## src/rtl/sprite_port_pkg.sv

```systemverilog
package sprite_port_pkg;
   typedef enum logic [1:0] {
      HIT_NONE = 2'd0,
      HIT_SEL  = 2'd1,
      HIT_ATTR = 2'd2,
      HIT_PAT  = 2'd3
   } port_hit_e;

   localparam int FLAG_COLLIDE = 0;
   localparam int FLAG_MAXSPR  = 1;
   localparam int NUM_FLAGS    = 2;
endpackage

```

## src/rtl/spr_port_decode.sv

```systemverilog
module spr_port_decode
   import sprite_port_pkg::*;
#(
   parameter logic [15:0] SEL_ADDR = 16'h303B,
   parameter logic [7:0]  ATTR_LO  = 8'h57,
   parameter logic [7:0]  PAT_LO   = 8'h5B
) (
   input  logic [15:0] addr,
   input  logic        wr,
   input  logic        rd,
   output logic        sel_wr,
   output logic        stat_rd,
   output logic        attr_wr,
   output logic        pat_wr
);
   port_hit_e hit;

   generate
      if (ATTR_LO == PAT_LO) begin : g_bad_lo
         $error("attribute and pattern ports share a low byte");
      end
      if (SEL_ADDR[7:0] == ATTR_LO || SEL_ADDR[7:0] == PAT_LO) begin : g_bad_sel
         $error("select port low byte collides with a data port");
      end
   endgenerate

   always_comb begin
      hit = HIT_NONE;
      if (addr == SEL_ADDR)          hit = HIT_SEL;
      else if (addr[7:0] == ATTR_LO) hit = HIT_ATTR;
      else if (addr[7:0] == PAT_LO)  hit = HIT_PAT;
   end

   assign sel_wr  = wr && (hit == HIT_SEL);
   assign stat_rd = rd && (hit == HIT_SEL);
   assign attr_wr = wr && (hit == HIT_ATTR);
   assign pat_wr  = wr && (hit == HIT_PAT);
endmodule

```

## src/rtl/spr_attr_index.sv

```systemverilog
module spr_attr_index #(
   parameter int SLOT_W    = 6,
   parameter int SHORT_LEN = 4,
   parameter int LONG_LEN  = 5,
   localparam int IDX_W    = $clog2(LONG_LEN)
) (
   input  logic              clk,
   input  logic              rst_n,
   input  logic              sel_wr,
   input  logic [SLOT_W-1:0] sel_slot,
   input  logic              attr_wr,
   input  logic              ext_flag,
   output logic [SLOT_W-1:0] slot,
   output logic [IDX_W-1:0]  idx
);
   localparam logic [IDX_W-1:0] SHORT_LAST = IDX_W'(SHORT_LEN - 1);
   localparam logic [IDX_W-1:0] LONG_LAST  = IDX_W'(LONG_LEN - 1);

   generate
      if (SHORT_LEN < 1 || LONG_LEN <= SHORT_LEN) begin : g_bad_len
         $error("record lengths must satisfy 1 <= short < long");
      end
   endgenerate

   logic rec_last;

   always_comb begin
      rec_last = (idx == LONG_LAST) || ((idx == SHORT_LAST) && !ext_flag);
   end

   always_ff @(posedge clk) begin
      if (!rst_n) begin
         slot <= '0;
         idx  <= '0;
      end else if (sel_wr) begin
         slot <= sel_slot;
         idx  <= '0;
      end else if (attr_wr) begin
         if (rec_last) begin
            idx  <= '0;
            slot <= slot + 1'b1;
         end else begin
            idx  <= idx + 1'b1;
         end
      end
   end

   a_r5_idx_bound : assert property (@(posedge clk) disable iff (!rst_n)
      idx <= LONG_LAST);

   a_r1_select_load : assert property (@(posedge clk) disable iff (!rst_n)
      sel_wr |=> (slot == $past(sel_slot)) && (idx == '0));

   a_r5_long_ends : assert property (@(posedge clk) disable iff (!rst_n)
      (attr_wr && !sel_wr && idx == LONG_LAST) |=>
         (idx == '0) && (slot == SLOT_W'($past(slot) + 1'b1)));

   a_r6_attr_hold : assert property (@(posedge clk) disable iff (!rst_n)
      (!attr_wr && !sel_wr) |=> $stable(slot) && $stable(idx));
endmodule

```

## src/rtl/spr_pattern_index.sv

```systemverilog
module spr_pattern_index #(
   parameter int SLOT_W = 6,
   parameter int BYTE_W = 8,
   localparam int PTR_W = SLOT_W + BYTE_W
) (
   input  logic              clk,
   input  logic              rst_n,
   input  logic              sel_wr,
   input  logic [SLOT_W-1:0] sel_slot,
   input  logic              sel_half,
   input  logic              pat_wr,
   output logic [PTR_W-1:0]  ptr
);
   localparam int LOW_W = BYTE_W - 1;

   generate
      if (BYTE_W < 2) begin : g_bad_byte
         $error("pattern slot must hold at least 4 bytes");
      end
   endgenerate

   always_ff @(posedge clk) begin
      if (!rst_n) begin
         ptr <= '0;
      end else if (sel_wr) begin
         ptr <= {sel_slot, sel_half, {LOW_W{1'b0}}};
      end else if (pat_wr) begin
         ptr <= ptr + 1'b1;
      end
   end

   a_r2_start_point : assert property (@(posedge clk) disable iff (!rst_n)
      sel_wr |=> ptr == {$past(sel_slot), $past(sel_half), {LOW_W{1'b0}}});

   a_r3_ptr_step : assert property (@(posedge clk) disable iff (!rst_n)
      (pat_wr && !sel_wr) |=> ptr == PTR_W'($past(ptr) + 1'b1));

   a_r6_pat_hold : assert property (@(posedge clk) disable iff (!rst_n)
      (!pat_wr && !sel_wr) |=> $stable(ptr));
endmodule

```

## src/rtl/spr_status_flags.sv

```systemverilog
module spr_status_flags #(
   parameter int N = 2
) (
   input  logic         clk,
   input  logic         rst_n,
   input  logic [N-1:0] set,
   input  logic         clr,
   output logic [N-1:0] q
);
   generate
      for (genvar i = 0; i < N; i++) begin : g_flag
         always_ff @(posedge clk) begin
            if (!rst_n)      q[i] <= 1'b0;
            else if (set[i]) q[i] <= 1'b1;
            else if (clr)    q[i] <= 1'b0;
         end

         a_r9_set_wins : assert property (@(posedge clk) disable iff (!rst_n)
            set[i] |=> q[i]);

         a_r8_clear_takes : assert property (@(posedge clk) disable iff (!rst_n)
            (clr && !set[i]) |=> !q[i]);

         a_r9_sticky : assert property (@(posedge clk) disable iff (!rst_n)
            (q[i] && !clr) |=> q[i]);
      end
   endgenerate
endmodule

```

## src/rtl/sprite_port_frontend.sv

```systemverilog
module sprite_port_frontend
   import sprite_port_pkg::*;
#(
   parameter int          SLOT_W     = 6,
   parameter int          PAT_BYTE_W = 8,
   parameter int          DATA_W     = 8,
   parameter int          REC_SHORT  = 4,
   parameter int          REC_LONG   = 5,
   parameter int          EXT_BIT    = 6,
   parameter bit          HALF_START = 1'b1,
   parameter logic [15:0] SEL_ADDR   = 16'h303B,
   parameter logic [7:0]  ATTR_LO    = 8'h57,
   parameter logic [7:0]  PAT_LO     = 8'h5B,
   localparam int ATTR_AW = SLOT_W + $clog2(REC_LONG),
   localparam int PAT_AW  = SLOT_W + PAT_BYTE_W
) (
   input  logic               clk,
   input  logic               rst_n,
   input  logic [15:0]        io_addr,
   input  logic [DATA_W-1:0]  io_wdata,
   input  logic               io_wr,
   input  logic               io_rd,
   output logic [DATA_W-1:0]  io_rdata,
   input  logic               ren_collide_set,
   input  logic               ren_maxspr_set,
   output logic               attr_we,
   output logic [ATTR_AW-1:0] attr_addr,
   output logic [DATA_W-1:0]  attr_wdata,
   output logic               pat_we,
   output logic [PAT_AW-1:0]  pat_addr,
   output logic [DATA_W-1:0]  pat_wdata
);
   localparam int IDX_W = $clog2(REC_LONG);

   generate
      if (SLOT_W + 1 > DATA_W) begin : g_bad_slot
         $error("slot field plus half flag exceed data width");
      end
      if (EXT_BIT >= DATA_W) begin : g_bad_ext
         $error("record extension bit outside data word");
      end
      if (NUM_FLAGS > DATA_W) begin : g_bad_flags
         $error("status flags exceed data width");
      end
   endgenerate

   logic              sel_wr, stat_rd, attr_wr, pat_wr;
   logic              sel_half;
   logic [SLOT_W-1:0] sel_slot;
   logic [SLOT_W-1:0] a_slot;
   logic [IDX_W-1:0]  a_idx;
   logic [PAT_AW-1:0] p_ptr;
   logic [NUM_FLAGS-1:0] flag_set, flags;

   spr_port_decode #(
      .SEL_ADDR (SEL_ADDR),
      .ATTR_LO  (ATTR_LO),
      .PAT_LO   (PAT_LO)
   ) u_decode (
      .addr    (io_addr),
      .wr      (io_wr),
      .rd      (io_rd),
      .sel_wr  (sel_wr),
      .stat_rd (stat_rd),
      .attr_wr (attr_wr),
      .pat_wr  (pat_wr)
   );

   assign sel_slot = io_wdata[SLOT_W-1:0];

   generate
      if (HALF_START) begin : g_half_on
         assign sel_half = io_wdata[DATA_W-1];
      end else begin : g_half_off
         assign sel_half = 1'b0;
      end
   endgenerate

   spr_attr_index #(
      .SLOT_W    (SLOT_W),
      .SHORT_LEN (REC_SHORT),
      .LONG_LEN  (REC_LONG)
   ) u_attr (
      .clk      (clk),
      .rst_n    (rst_n),
      .sel_wr   (sel_wr),
      .sel_slot (sel_slot),
      .attr_wr  (attr_wr),
      .ext_flag (io_wdata[EXT_BIT]),
      .slot     (a_slot),
      .idx      (a_idx)
   );

   spr_pattern_index #(
      .SLOT_W (SLOT_W),
      .BYTE_W (PAT_BYTE_W)
   ) u_pat (
      .clk      (clk),
      .rst_n    (rst_n),
      .sel_wr   (sel_wr),
      .sel_slot (sel_slot),
      .sel_half (sel_half),
      .pat_wr   (pat_wr),
      .ptr      (p_ptr)
   );

   always_comb begin
      flag_set = '0;
      flag_set[FLAG_COLLIDE] = ren_collide_set;
      flag_set[FLAG_MAXSPR]  = ren_maxspr_set;
   end

   spr_status_flags #(
      .N (NUM_FLAGS)
   ) u_flags (
      .clk   (clk),
      .rst_n (rst_n),
      .set   (flag_set),
      .clr   (stat_rd),
      .q     (flags)
   );

   assign attr_we    = attr_wr;
   assign attr_addr  = {a_slot, a_idx};
   assign attr_wdata = io_wdata;
   assign pat_we     = pat_wr;
   assign pat_addr   = p_ptr;
   assign pat_wdata  = io_wdata;

   always_comb begin
      io_rdata = '0;
      if (stat_rd) io_rdata[NUM_FLAGS-1:0] = flags;
   end

   a_r10_one_strobe : assert property (@(posedge clk) disable iff (!rst_n)
      $onehot0({attr_we, pat_we}));

   a_r7_quiet_bus : assert property (@(posedge clk) disable iff (!rst_n)
      !io_rd |-> io_rdata == '0);
endmodule

```

## config.mk

```make
export PLATFORM = sky130hd
export DESIGN_NAME = sprite_port_frontend
export DESIGN_NICKNAME = d
export VERILOG_FILES = /design/src/rtl/sprite_port_pkg.sv /design/src/rtl/spr_port_decode.sv /design/src/rtl/spr_attr_index.sv /design/src/rtl/spr_pattern_index.sv /design/src/rtl/spr_status_flags.sv /design/src/rtl/sprite_port_frontend.sv
export SDC_FILE = /design/constraint.sdc
export NUM_CORES = 1
export LEC_CHECK = 0
export BUFFER_PORTS_ARGS = -buffer_cell sky130_fd_sc_hd__buf_2
export CORE_UTILIZATION = 45
export DETAILED_ROUTE_END_ITERATION = 12
export MAX_ROUTING_LAYER = met4
export PLACE_DENSITY_LB_ADDON = 0.2
export SETUP_SLACK_MARGIN = 0.4
export SLEW_MARGIN = 40
export SYNTH_ARGS = -nofsm -noshare
export SYNTH_HDL_FRONTEND = slang
export SYNTH_SLANG_ARGS = --single-unit
```

## constraint.sdc

```tcl
create_clock -name clk -period 2.5 [get_ports clk]
set_clock_uncertainty 0.15 [all_clocks]
set_input_delay 0.125 -clock clk [delete_from_list [all_inputs] [get_ports clk]]
set_output_delay 0.125 -clock clk [all_outputs]
set_load 0.01 [all_outputs]
```

==> flow_metrics.py, run 1 <==
metrics = {
    "min_path": {
        "min_path_type": "in2reg",
        "hold_depth": 3,
        "min_to": "u_pat.ptr[10]$_SDFFE_PN0P_",
        "worstHoldStart": "io_wdata[2]",
    },
    "synthesis": {
        "yosys.area.top_type": "dfxtp_1",
        "synth_top_area_share_pct": 31.80,
        "synth-edff-count": 0,
        "yosys.cell_count.top_type": "dfxtp_1",
        "synth_seq_cells": 25,
        "ys.flop_type": "dfxtp_1",
        "avgSynthCellArea_um2": 8.508,
        "yosysSeqAreaShare_pct": 31.80,
        "syn-cell-area_mm2": 0.001574,
        "synth.top_cells.by_count": "dfxtp_1 (25), buf_4 (22), o31ai_1 (13), a31oi_1 (12), inv_1 (11)",
        "synth_cell_types": 39,
        "async_reset_ff_share_pct": 0,
        "synth_warnings": 0,
        "synthCells": 185,
        "synthTopCellsByArea": "dfxtp_1 (32%), buf_4 (10%), o31ai_1 (6.2%)",
    },
    "timing": {
        "setup_viol": 0,
        "slew_headroom_pct": 64.45,
        "fin_ws_ns": 0.5510,
        "tns_ns": 0,
        "tightest_slew_ns": 0.5287,
        "rsz0062_at_grt": "no",
        "hold_violations": 0,
        "fmax_mhz": 513.1,
        "period_share_pct": 77.96,
        "fin_crit_ns": 1.949,
        "slew_violations": 0,
    },
    "routing": {
        "drc": 0,
        "wl_per_cell_um": 11.90,
        "drtIter0Drc": 47,
        "postRouteAntennaNets": 0,
        "drt-total-wl_mm": 3.486,
        "dr.pass1.iters": 4,
        "vias_per_cell": 5.249,
        "via_count": 1538,
    },
    "clock_network": {
        "cts_tree": "done",
        "numCtsBuffers": 3,
        "htreeDepth": 1,
        "clk_latency_ns": 0.32,
        "cts_setup_buffers": 0,
        "clockRootBuffer": "clkbuf_4",
        "cts.reportedPaths.clkPinSlew_ns": 0.15,
        "cts_sinks": 25,
        "clockBufferDepth": 2,
    },
    "floorplanning": {
        "start_util_pct": 47.17,
        "coreArea_mm2": 0.003337,
        "io_pins": 79,
        "die_y_um": 61.14,
        "rows": 21,
        "die_x_um": 61.14,
        "die_area_mm2": 0.003738,
    },
    "setup_path": {
        "crit_path_end_kind": "register",
        "critical_path.max_fanout": 4,
        "start_kind": "register",
        "arrival_ns": 2.05,
        "r2r_slack_ns": 0.55,
        "r2r-end": "u_attr.slot[5]$_SDFFE_PN0P_",
        "required_ns": 2.60,
        "reg2reg_from": "u_attr.idx[1]$_SDFFE_PP0P_",
        "worstSetupPathType": "reg2reg",
        "reg2reg_depth": 6,
    },
    "grt": {
        "grt_overflow": 0,
        "grt_max_degree": 15,
        "grt_use_total_pct": 19.71,
        "grt_pass1_vias": 1251,
        "grt_pass1_wl_mm": 5.361,
        "grt_antenna_before_repair": 0,
    },
    "status": {
        "status": "complete, no violations",
    },
    "power_and_ir_drop": {
        "p_total_w": 0.0006786,
        "power_density_mw_per_mm2": 350.8,
        "leakage_nw": 0.8772,
        "irDropWorstVdd_mv": 0.1431,
    },
    "layout": {
        "drive_above_1_share_pct": 34.82,
        "stdcell_area_mm2": 0.001934,
        "diodes": 0,
        "final_nets": 283,
        "final_core_utilization_pct": 57.97,
        "area_growth_pct": 22.89,
    },
    "flow_run": {
        "maxCapViolCount": 0,
    },
    "placed_design": {
        "port_buffers": 72,
        "post-dp-hpwl_mm": 2.645,
        "place_area_mm2": 0.001817,
        "place_ws_ns": 0.4742,
        "place_congestion": 0.8520,
    },
}
metrics by stage:
stage	hold slack [ns]	std cells
detailed placement	0.2378	281
global route	0.03451	293
floorplan	0.1140	190
CTS	0.01847	293
finish	0.01840	293
global placement	0.2297	281
state kept, by name, summed over array words and instances (netlist names):
name,count
u_attr.idx,3
u_flags.q,2
u_pat.ptr,14
u_attr.slot,6
critical path, stage by stage (launching register included):
cell	delay, ns
dfxtp_1	0.39
ha_1	0.16
ha_1	0.13
nor2b_2	0.20
o2111ai_1	0.16
or4_1	0.53
a31oi_1	0.16
cells by family after synthesis:
logic type | synth area share (%)
AND/OR/NAND/NOR | 25.20
AO/OA/AOI/OAI | 19.40
buffers and inverters | 15.90
flip-flops | 31.80
adder cells (fa/ha/maj) | 3.975
XOR/XNOR | 2.226
multiplexers | 1.272
other | 0.2382
power breakdown:
| part | leakage [nW] | internal [W] | switching [W] |
|---|---|---|---|
| registers | 0.202 | 0.000401 | 0.00000119 |
| logic | 0.657 | 0.0000432 | 0.0000466 |
| clock network | 0.0177 | 0.0000599 | 0.000127 |
| total | 0.877 | 0.000504 | 0.000175 |
timing repair:
action | in CTS | in global routing
hold endpoints to repair | 7 | 0
hold buffers | 8 | 0
endpoints found under the setup margin | 0 | 3
resized for setup | 0 | 3
final cells by class:
cell class	count	area [µm²]
clock inverters	1	5.005
repair buffers	82	455.4
inverters	11	41.29
clock buffers	3	22.52
well taps	46	57.56
flip-flops and latches	25	501.7
multi-input cells	125	850.8
fillers	329	1403
per-layer routing:
metal  share of wire, %  up-vias  GRT usage, %
li1                   -      778             -
met2                 49       44         33.07
met1                 45      712         24.52
met3                4.7        4         2.731
met4               0.69        0         5.844
met5                  0        -             -
layout by cell type, fill, tap and decap left out, types with 2 or more instances in the layout:
cell type and instances:
nand2_1 8, o31ai_1 13, conb_1 6, or4_1 7
nand4_1 4, nor2b_1 2, ha_1 5, clkbuf_4 3
dfxtp_1 24, or3_1 9, or2_2 2, o21ai_0 9
nor2_1 6, a31oi_1 12, nand3_1 7, buf_4 2
xor2_1 2, a21oi_1 6, inv_1 11, dlygate4sd3_1 8
nand4_4 2, and3_1 2, and2_1 4, mux2i_1 2
a21boi_0 2, buf_2 72, xnor2_1 2
how the worst max path moves through the flow:
| stage | cells past startpoint | slack, ns | start | end |
|---|---|---|---|---|
| floorplan | 6 | 0.57 | u_attr.idx[0]$_SDFFE_PP0P_ | u_attr.slot[4]$_SDFFE_PN0P_ |
| global placement | 6 | 0.51 | u_attr.idx[0]$_SDFFE_PP0P_ | u_attr.slot[4]$_SDFFE_PN0P_ |
| detailed placement | 6 | 0.47 | u_attr.idx[0]$_SDFFE_PP0P_ | u_attr.slot[4]$_SDFFE_PN0P_ |
| CTS | 6 | 0.45 | u_attr.idx[0]$_SDFFE_PP0P_ | u_attr.slot[4]$_SDFFE_PN0P_ |
| global route | 6 | 0.42 | u_attr.idx[1]$_SDFFE_PP0P_ | u_attr.slot[5]$_SDFFE_PN0P_ |
| finish | 6 | 0.55 | u_attr.idx[1]$_SDFFE_PP0P_ | u_attr.slot[5]$_SDFFE_PN0P_ |
(Power assumes the default switching activity.)
==> run 2: changes to the inputs <==
--- a/config.mk
+++ b/config.mk
@@ -6,7 +6,7 @@
 export NUM_CORES = 1
 export LEC_CHECK = 0
 export BUFFER_PORTS_ARGS = -buffer_cell sky130_fd_sc_hd__buf_2
-export CORE_UTILIZATION = 45
+export CORE_UTILIZATION = 41
 export DETAILED_ROUTE_END_ITERATION = 12
 export MAX_ROUTING_LAYER = met4
 export PLACE_DENSITY_LB_ADDON = 0.2
==> constraint.sdc (replaced) <==
create_clock -name clk -period 1.7 [get_ports clk]
set_clock_uncertainty 0.15 [all_clocks]
set_input_delay 0.085 -clock clk [delete_from_list [all_inputs] [get_ports clk]]
set_output_delay 0.085 -clock clk [all_outputs]
set_load 0.01 [all_outputs]
==> run 2 against run 1 <==
Compared with the run above: the flow now finishes with violations (negative setup slack); first-iteration DRC count is 110% higher; via count rose by 11%; fmax grew 10%; global-route usage rose by 1.0 points; clock-buffer cell count unchanged; utilization rose by 8.1 points; flip-flop and latch count stayed put; power up 62%; setup slack lost 0.62 ns; sequential power up 45%; combinational power grew 77%; largest cell class unchanged.
==> flow_metrics.py, run 2 (same netlist as run 1, synthesis figures left out) <==
metrics = {
    "setup_path": {
        "path_cells": "ha_4, ha_4, nor2b_4, or2_2, or3_4, a21oi_2",
        "crit_end": "u_attr.idx[0]$_SDFFE_PP0P_",
        "r2r-end": "u_attr.idx[0]$_SDFFE_PP0P_",
        "required_ns": 1.76,
        "max_stage_delay_ns": 0.37,
        "cp-startpoint": "u_attr.idx[0]$_SDFFE_PP0P_",
        "start_kind": "register",
        "crit_top_cell": "ha_4",
        "r2r_slack_ns": -0.07,
        "crit_path_end_kind": "register",
        "crit_slowest_cell": "dfxtp_4",
        "critical_path.max_fanout": 4,
        "reg2reg_from": "u_attr.idx[0]$_SDFFE_PP0P_",
        "worstSetupPathType": "reg2reg",
        "reg2reg_depth": 6,
        "arrival_ns": 1.83,
    },
    "layout": {
        "top_regs": "u_pat.ptr x14, u_attr.slot x6, u_attr.idx x3",
        "final_common_cell": "buf_2",
        "area_growth_pct": 53.74,
        "layout_common_cells": "buf_2 (67), buf_4 (24), dfxtp_1 (16)",
        "final_core_utilization_pct": 66.10,
        "multiInputGateArea_mm2": 0.001013,
        "drive_above_1_share_pct": 55.11,
        "largest_reg_flops": 14,
        "diodes": 0,
        "seqCellArea_um2": 526.8,
        "final_nets": 310,
        "largest_register": "u_pat.ptr",
        "nFillCells": 298,
        "fin_cells": 322,
    },
    "power_and_ir_drop": {
        "leakage_nw": 1.071,
        "power_density_mw_per_mm2": 453.6,
        "irDropWorstVdd_mv": 0.4384,
    },
    "clock_network": {
        "clk_latency_ns": 0.27,
        "htreeDepth": 1,
        "clockRootBuffer": "clkbuf_8",
        "numCtsBuffers": 3,
        "cts_tree": "done",
        "cts.reportedPaths.clkPinSlew_ns": 0.09,
        "clockBufferDepth": 2,
        "cts_sinks": 25,
    },
    "floorplanning": {
        "die_x_um": 63.96,
        "rows": 22,
        "coreArea_mm2": 0.003661,
        "die_area_mm2": 0.004091,
        "die_y_um": 63.96,
        "io_pins": 79,
        "start_util_pct": 42.99,
    },
    "timing": {
        "hold_violations": 0,
        "slew_violations": 0,
        "setup_viol": 4,
        "rsz0062_at_grt": "yes",
        "period_share_pct": 104.2,
        "fin_ws_ns": -0.07219,
        "fmax_mhz": 564.3,
        "fin_crit_ns": 1.772,
    },
    "routing": {
        "drc": 0,
        "via_count": 1705,
        "drtIter0Drc": 98,
        "dr.pass1.iters": 4,
        "postRouteAntennaNets": 0,
        "vias_per_cell": 5.295,
        "drt-total-wl_mm": 4.290,
        "wl_per_cell_um": 13.32,
    },
    "min_path": {
        "min_path_type": "in2reg",
    },
    "flow_run": {
        "maxCapViolCount": 0,
    },
    "status": {
        "status": "finished with violations",
        "violations": "negative setup slack",
    },
    "grt": {
        "grt_pass1_wl_mm": 6.499,
        "grt_overflow": 0,
        "grt_antenna_before_repair": 0,
        "grt_max_degree": 15,
        "grt_pass1_vias": 1416,
        "grt_use_total_pct": 20.72,
    },
    "placed_design": {
        "placedCellCount": 304,
        "port_buffers": 72,
        "place_congestion": 0.8800,
        "post-dp-hpwl_mm": 2.869,
    },
}
==> run 2: worst min path at each step <==
stage,start,to,cells after the start
CTS,io_wdata[0],u_attr.slot[0]$_SDFFE_PN0P_,3
global placement,ren_maxspr_set,u_flags.q[1]$_SDFFE_PN0P_,3
global route,io_wdata[0],u_attr.slot[0]$_SDFFE_PN0P_,3
floorplan,ren_collide_set,u_flags.q[0]$_SDFFE_PN0P_,2
detailed placement,ren_collide_set,u_flags.q[0]$_SDFFE_PN0P_,3
finish,io_wdata[0],u_attr.slot[0]$_SDFFE_PN0P_,3
==> run 2: cell type report <==
| type | count | area share, % |
|---|---|---|
| Inverter | 11 | 1.706 |
| Sequential cell | 25 | 21.77 |
| Clock inverter | 1 | 0.2068 |
| Timing Repair Buffer | 109 | 30.25 |
| Tap cell | 48 | 2.482 |
| Multi-Input combinational cell | 125 | 41.88 |
| Clock buffer | 3 | 1.706 |
==> run 2: timing repair <==
item,in CTS,in global routing
setup endpoints to repair,21,28
endpoints found under the hold margin,2,0
hold buffers,3,0
resized for setup,13,23
pin swaps,27,16
buffers inserted,9,1
gates cloned,0,1
==> run 2: routing by layer <==
metal  up-vias  global-route usage (%)  routed length, µm
met3         9                   3.393                188
met2        54                   33.11               2103
met4         0                   6.534                 55
met1       803                   26.58               1942
met5         -                       -                  0
li1        839                       -                  -
==> run 2: through the flow <==
step | TNS (ns) | worst slack, ns | hold slack, ns | cell area (µm²) | total power [W]
global placement | -0.06836 | -0.02903 | 0.1888 | 2113 | 0.0007287
detailed placement | -0.1674 | -0.06135 | 0.1891 | 2113 | 0.0007293
floorplan | -0.03816 | -0.03816 | 0.07413 | 1710 | 0.0006846
CTS | -0.1569 | -0.04402 | 0.008374 | 2315 | 0.001093
global route | -0.6590 | -0.1496 | 0.04776 | 2420 | 0.001150
finish | -0.1931 | -0.07219 | 0.01531 | 2420 | 0.001098
==> run 2: worst max-delay path: cells and delay by family (launching register included) <==
kind | cells | cell delay (ns)
simple gates | 3 | 0.79
flops | 1 | 0.37
fa+ha+maj | 2 | 0.30
compound gates | 1 | 0.11
==> run 2: report_power, final <==
group,switching (W),internal (W),leakage [nW],total (W)
clock,0.000194,0.000164,0.0255,0.000358
combinational,0.0000801,0.0000786,0.837,0.000159
sequential,0.00000167,0.000579,0.208,0.000581
==> run 3: changes to the inputs <==
--- a/config.mk
+++ b/config.mk
@@ -10,6 +10,7 @@
 export DETAILED_ROUTE_END_ITERATION = 12
 export MAX_ROUTING_LAYER = met4
 export PLACE_DENSITY_LB_ADDON = 0.2
+export REMOVE_ABC_BUFFERS = 1
 export SETUP_SLACK_MARGIN = 0.4
 export SLEW_MARGIN = 40
 export SYNTH_ARGS = -nofsm -noshare
==> run 3 against run 2 <==
Compared with the run above: register-to-register slack about the same; power increased by 0.78%; clock power about the same; first-iteration DRC count decreased by 14%; sequential share of layout area decreased by 0.70 points; via count decreased by 2.3%; design area increased by 0.62%; the run ends with negative hold slack, negative setup slack left; worst hold slack got worse by 0.023 ns; critical path depth increased by 1; global-route usage about the same; largest power group unchanged; routed wire length decreased by 4.7%.
==> flow_metrics.py, run 3 (same netlist as run 1, synthesis figures left out) <==
metrics = {
    "clock_network": {
        "htreeDepth": 1,
        "cts_tree": "done",
        "numCtsBuffers": 3,
        "clockBufferDepth": 2,
        "clockRootBuffer": "clkbuf_8",
        "clk_latency_ns": 0.27,
        "cts_sinks": 25,
        "cts.reportedPaths.clkPinSlew_ns": 0.09,
    },
    "setup_path": {
        "crit_slowest_cell": "or4_1",
        "path_buf_inv": 2,
        "max_stage_delay_ns": 0.43,
        "required_ns": 1.75,
        "worstSetupPathType": "reg2reg",
        "arrival_ns": 1.82,
        "path_cells": "buf_6, inv_2, ha_2, and2_4, o2111ai_4, or4_1, a31oi_1",
        "start_kind": "register",
        "path_delay_family": "simple AND/OR/NAND/NOR gates",
        "critical_path.max_fanout": 4,
        "crit_path_end_kind": "register",
    },
    "status": {
        "violations": "negative hold slack, negative setup slack",
        "status": "finished with violations",
    },
    "layout": {
        "stdcell_area_mm2": 0.002435,
        "area_growth_pct": 54.69,
        "diodes": 0,
        "largest_reg_flops": 14,
        "final_common_cell": "buf_2",
        "layout_common_cells": "buf_2 (67), buf_4 (27), dfxtp_1 (17)",
        "largest_register": "u_pat.ptr",
        "final_core_utilization_pct": 66.51,
        "fin_cells": 327,
        "drive_above_1_share_pct": 53.41,
        "top_regs": "u_pat.ptr x14, u_attr.slot x6, u_attr.idx x3",
        "final_nets": 315,
        "nFillCells": 316,
    },
    "routing": {
        "drtIter0Drc": 84,
        "drt-total-wl_mm": 4.090,
        "via_count": 1666,
        "drc": 0,
        "postRouteAntennaNets": 0,
        "dr.pass1.iters": 4,
        "wl_per_cell_um": 12.51,
        "vias_per_cell": 5.095,
    },
    "power_and_ir_drop": {
        "power_density_mw_per_mm2": 454.3,
        "irDropWorstVdd_mv": 0.2636,
        "leakage_nw": 1.085,
    },
    "grt": {
        "grt_max_degree": 14,
        "grt_pass1_vias": 1527,
        "grt_antenna_before_repair": 0,
        "grt_pass1_wl_mm": 6.596,
        "grt_overflow": 0,
        "grt_use_total_pct": 20.71,
    },
    "timing": {
        "hold_violations": 1,
        "slew_violations": 0,
        "holdWs_ns": -0.007568,
        "fmax_mhz": 565.8,
        "setup_viol": 4,
        "fin_crit_ns": 1.767,
        "period_share_pct": 104.0,
        "rsz0062_at_grt": "yes",
        "tns_ns": -0.2378,
        "fin_ws_ns": -0.06729,
    },
    "floorplanning": {
        "die_x_um": 63.96,
        "die_area_mm2": 0.004091,
        "rows": 22,
        "start_util_pct": 42.99,
        "io_pins": 79,
        "die_y_um": 63.96,
        "coreArea_mm2": 0.003661,
    },
    "flow_run": {
        "maxCapViolCount": 0,
    },
    "placed_design": {
        "post-dp-hpwl_mm": 2.863,
        "port_buffers": 72,
        "place_area_mm2": 0.002019,
        "place_congestion": 0.7856,
        "placedCellCount": 308,
    },
    "min_path": {
        "min_path_type": "in2reg",
    },
}
-- run 3: changes by cell type in the layout (fill, tap and decap cells not counted), sizes merged --
cell,change
buf,+4
clkinv,-1
dlygate4sd3,+1
clkbuf,+1
-- run 3: path summary, 6_finish.rpt --
kind,startpoint,end,slack [ns],cells past startpoint
max,u_attr.idx[0]$_SDFFE_PP0P_,u_attr.slot[4]$_SDFFE_PN0P_,-0.07,7
min,io_wdata[7],u_pat.ptr[7]$_SDFFE_PN0P_,-0.008,3
max reg2reg,u_attr.idx[0]$_SDFFE_PP0P_,u_attr.slot[4]$_SDFFE_PN0P_,-0.07,7
min reg2reg,u_flags.q[0]$_SDFFE_PN0P_,u_flags.q[0]$_SDFFE_PN0P_,0.33,2
-- run 3: repair_timing --
action | in CTS | in global routing
pin swaps | 37 | 16
buffers inserted | 4 | 7
hold endpoints to repair | 4 | 0
endpoints found under the setup margin | 26 | 28
cloned | 0 | 0
resized for setup | 39 | 20
hold buffers | 4 | 0
-- run 3: cell type report --
type | instances | area (µm²) | share of cell area, %
Clock buffer | 4 | 45.04 | 1.850
Multi-Input combinational cell | 125 | 1005 | 41.26
Tap cell | 48 | 60.06 | 2.467
Inverter | 11 | 41.29 | 1.696
Timing Repair Buffer | 114 | 770.7 | 31.65
Sequential cell | 25 | 513.0 | 21.07
-- run 3: per-stage QoR --
step           total power (W)  setup WS (ns)
2_1_floorplan        0.0006380        -0.2371
3_3_place_gp         0.0007319        -0.1634
3_5_place_dp         0.0007328        -0.2026
4_1_cts               0.001108       -0.06176
5_1_grt               0.001166        -0.1712
6_report              0.001106       -0.06729
-- run 3: where the power goes --
part,switching [W],leakage [nW],total (W),internal (W)
logic,0.0000806,0.856,0.000162,0.0000809
registers,0.00000124,0.206,0.000588,0.000587
clock network,0.000189,0.0228,0.000357,0.000168
-- run 3: tightest hold or removal path: cells and delay by family --
family / cells / cell delay, ns
buffers and inverters: 1 / 0.10
AOI/OAI and AO/OA: 2 / 0.20
-- run 3: metal layers --
| layer | wire length, µm | global-route usage (%) | vias up | part of all wire, % |
|---|---|---|---|---|
| li1 | - | - | 848 | - |
| met1 | 1774 | 24.05 | 753 | 43 |
| met2 | 2063 | 37.63 | 58 | 50 |
| met3 | 191 | 1.607 | 7 | 4.7 |
| met4 | 61 | 6.250 | 0 | 1.5 |
| met5 | 0 | - | - | 0 |
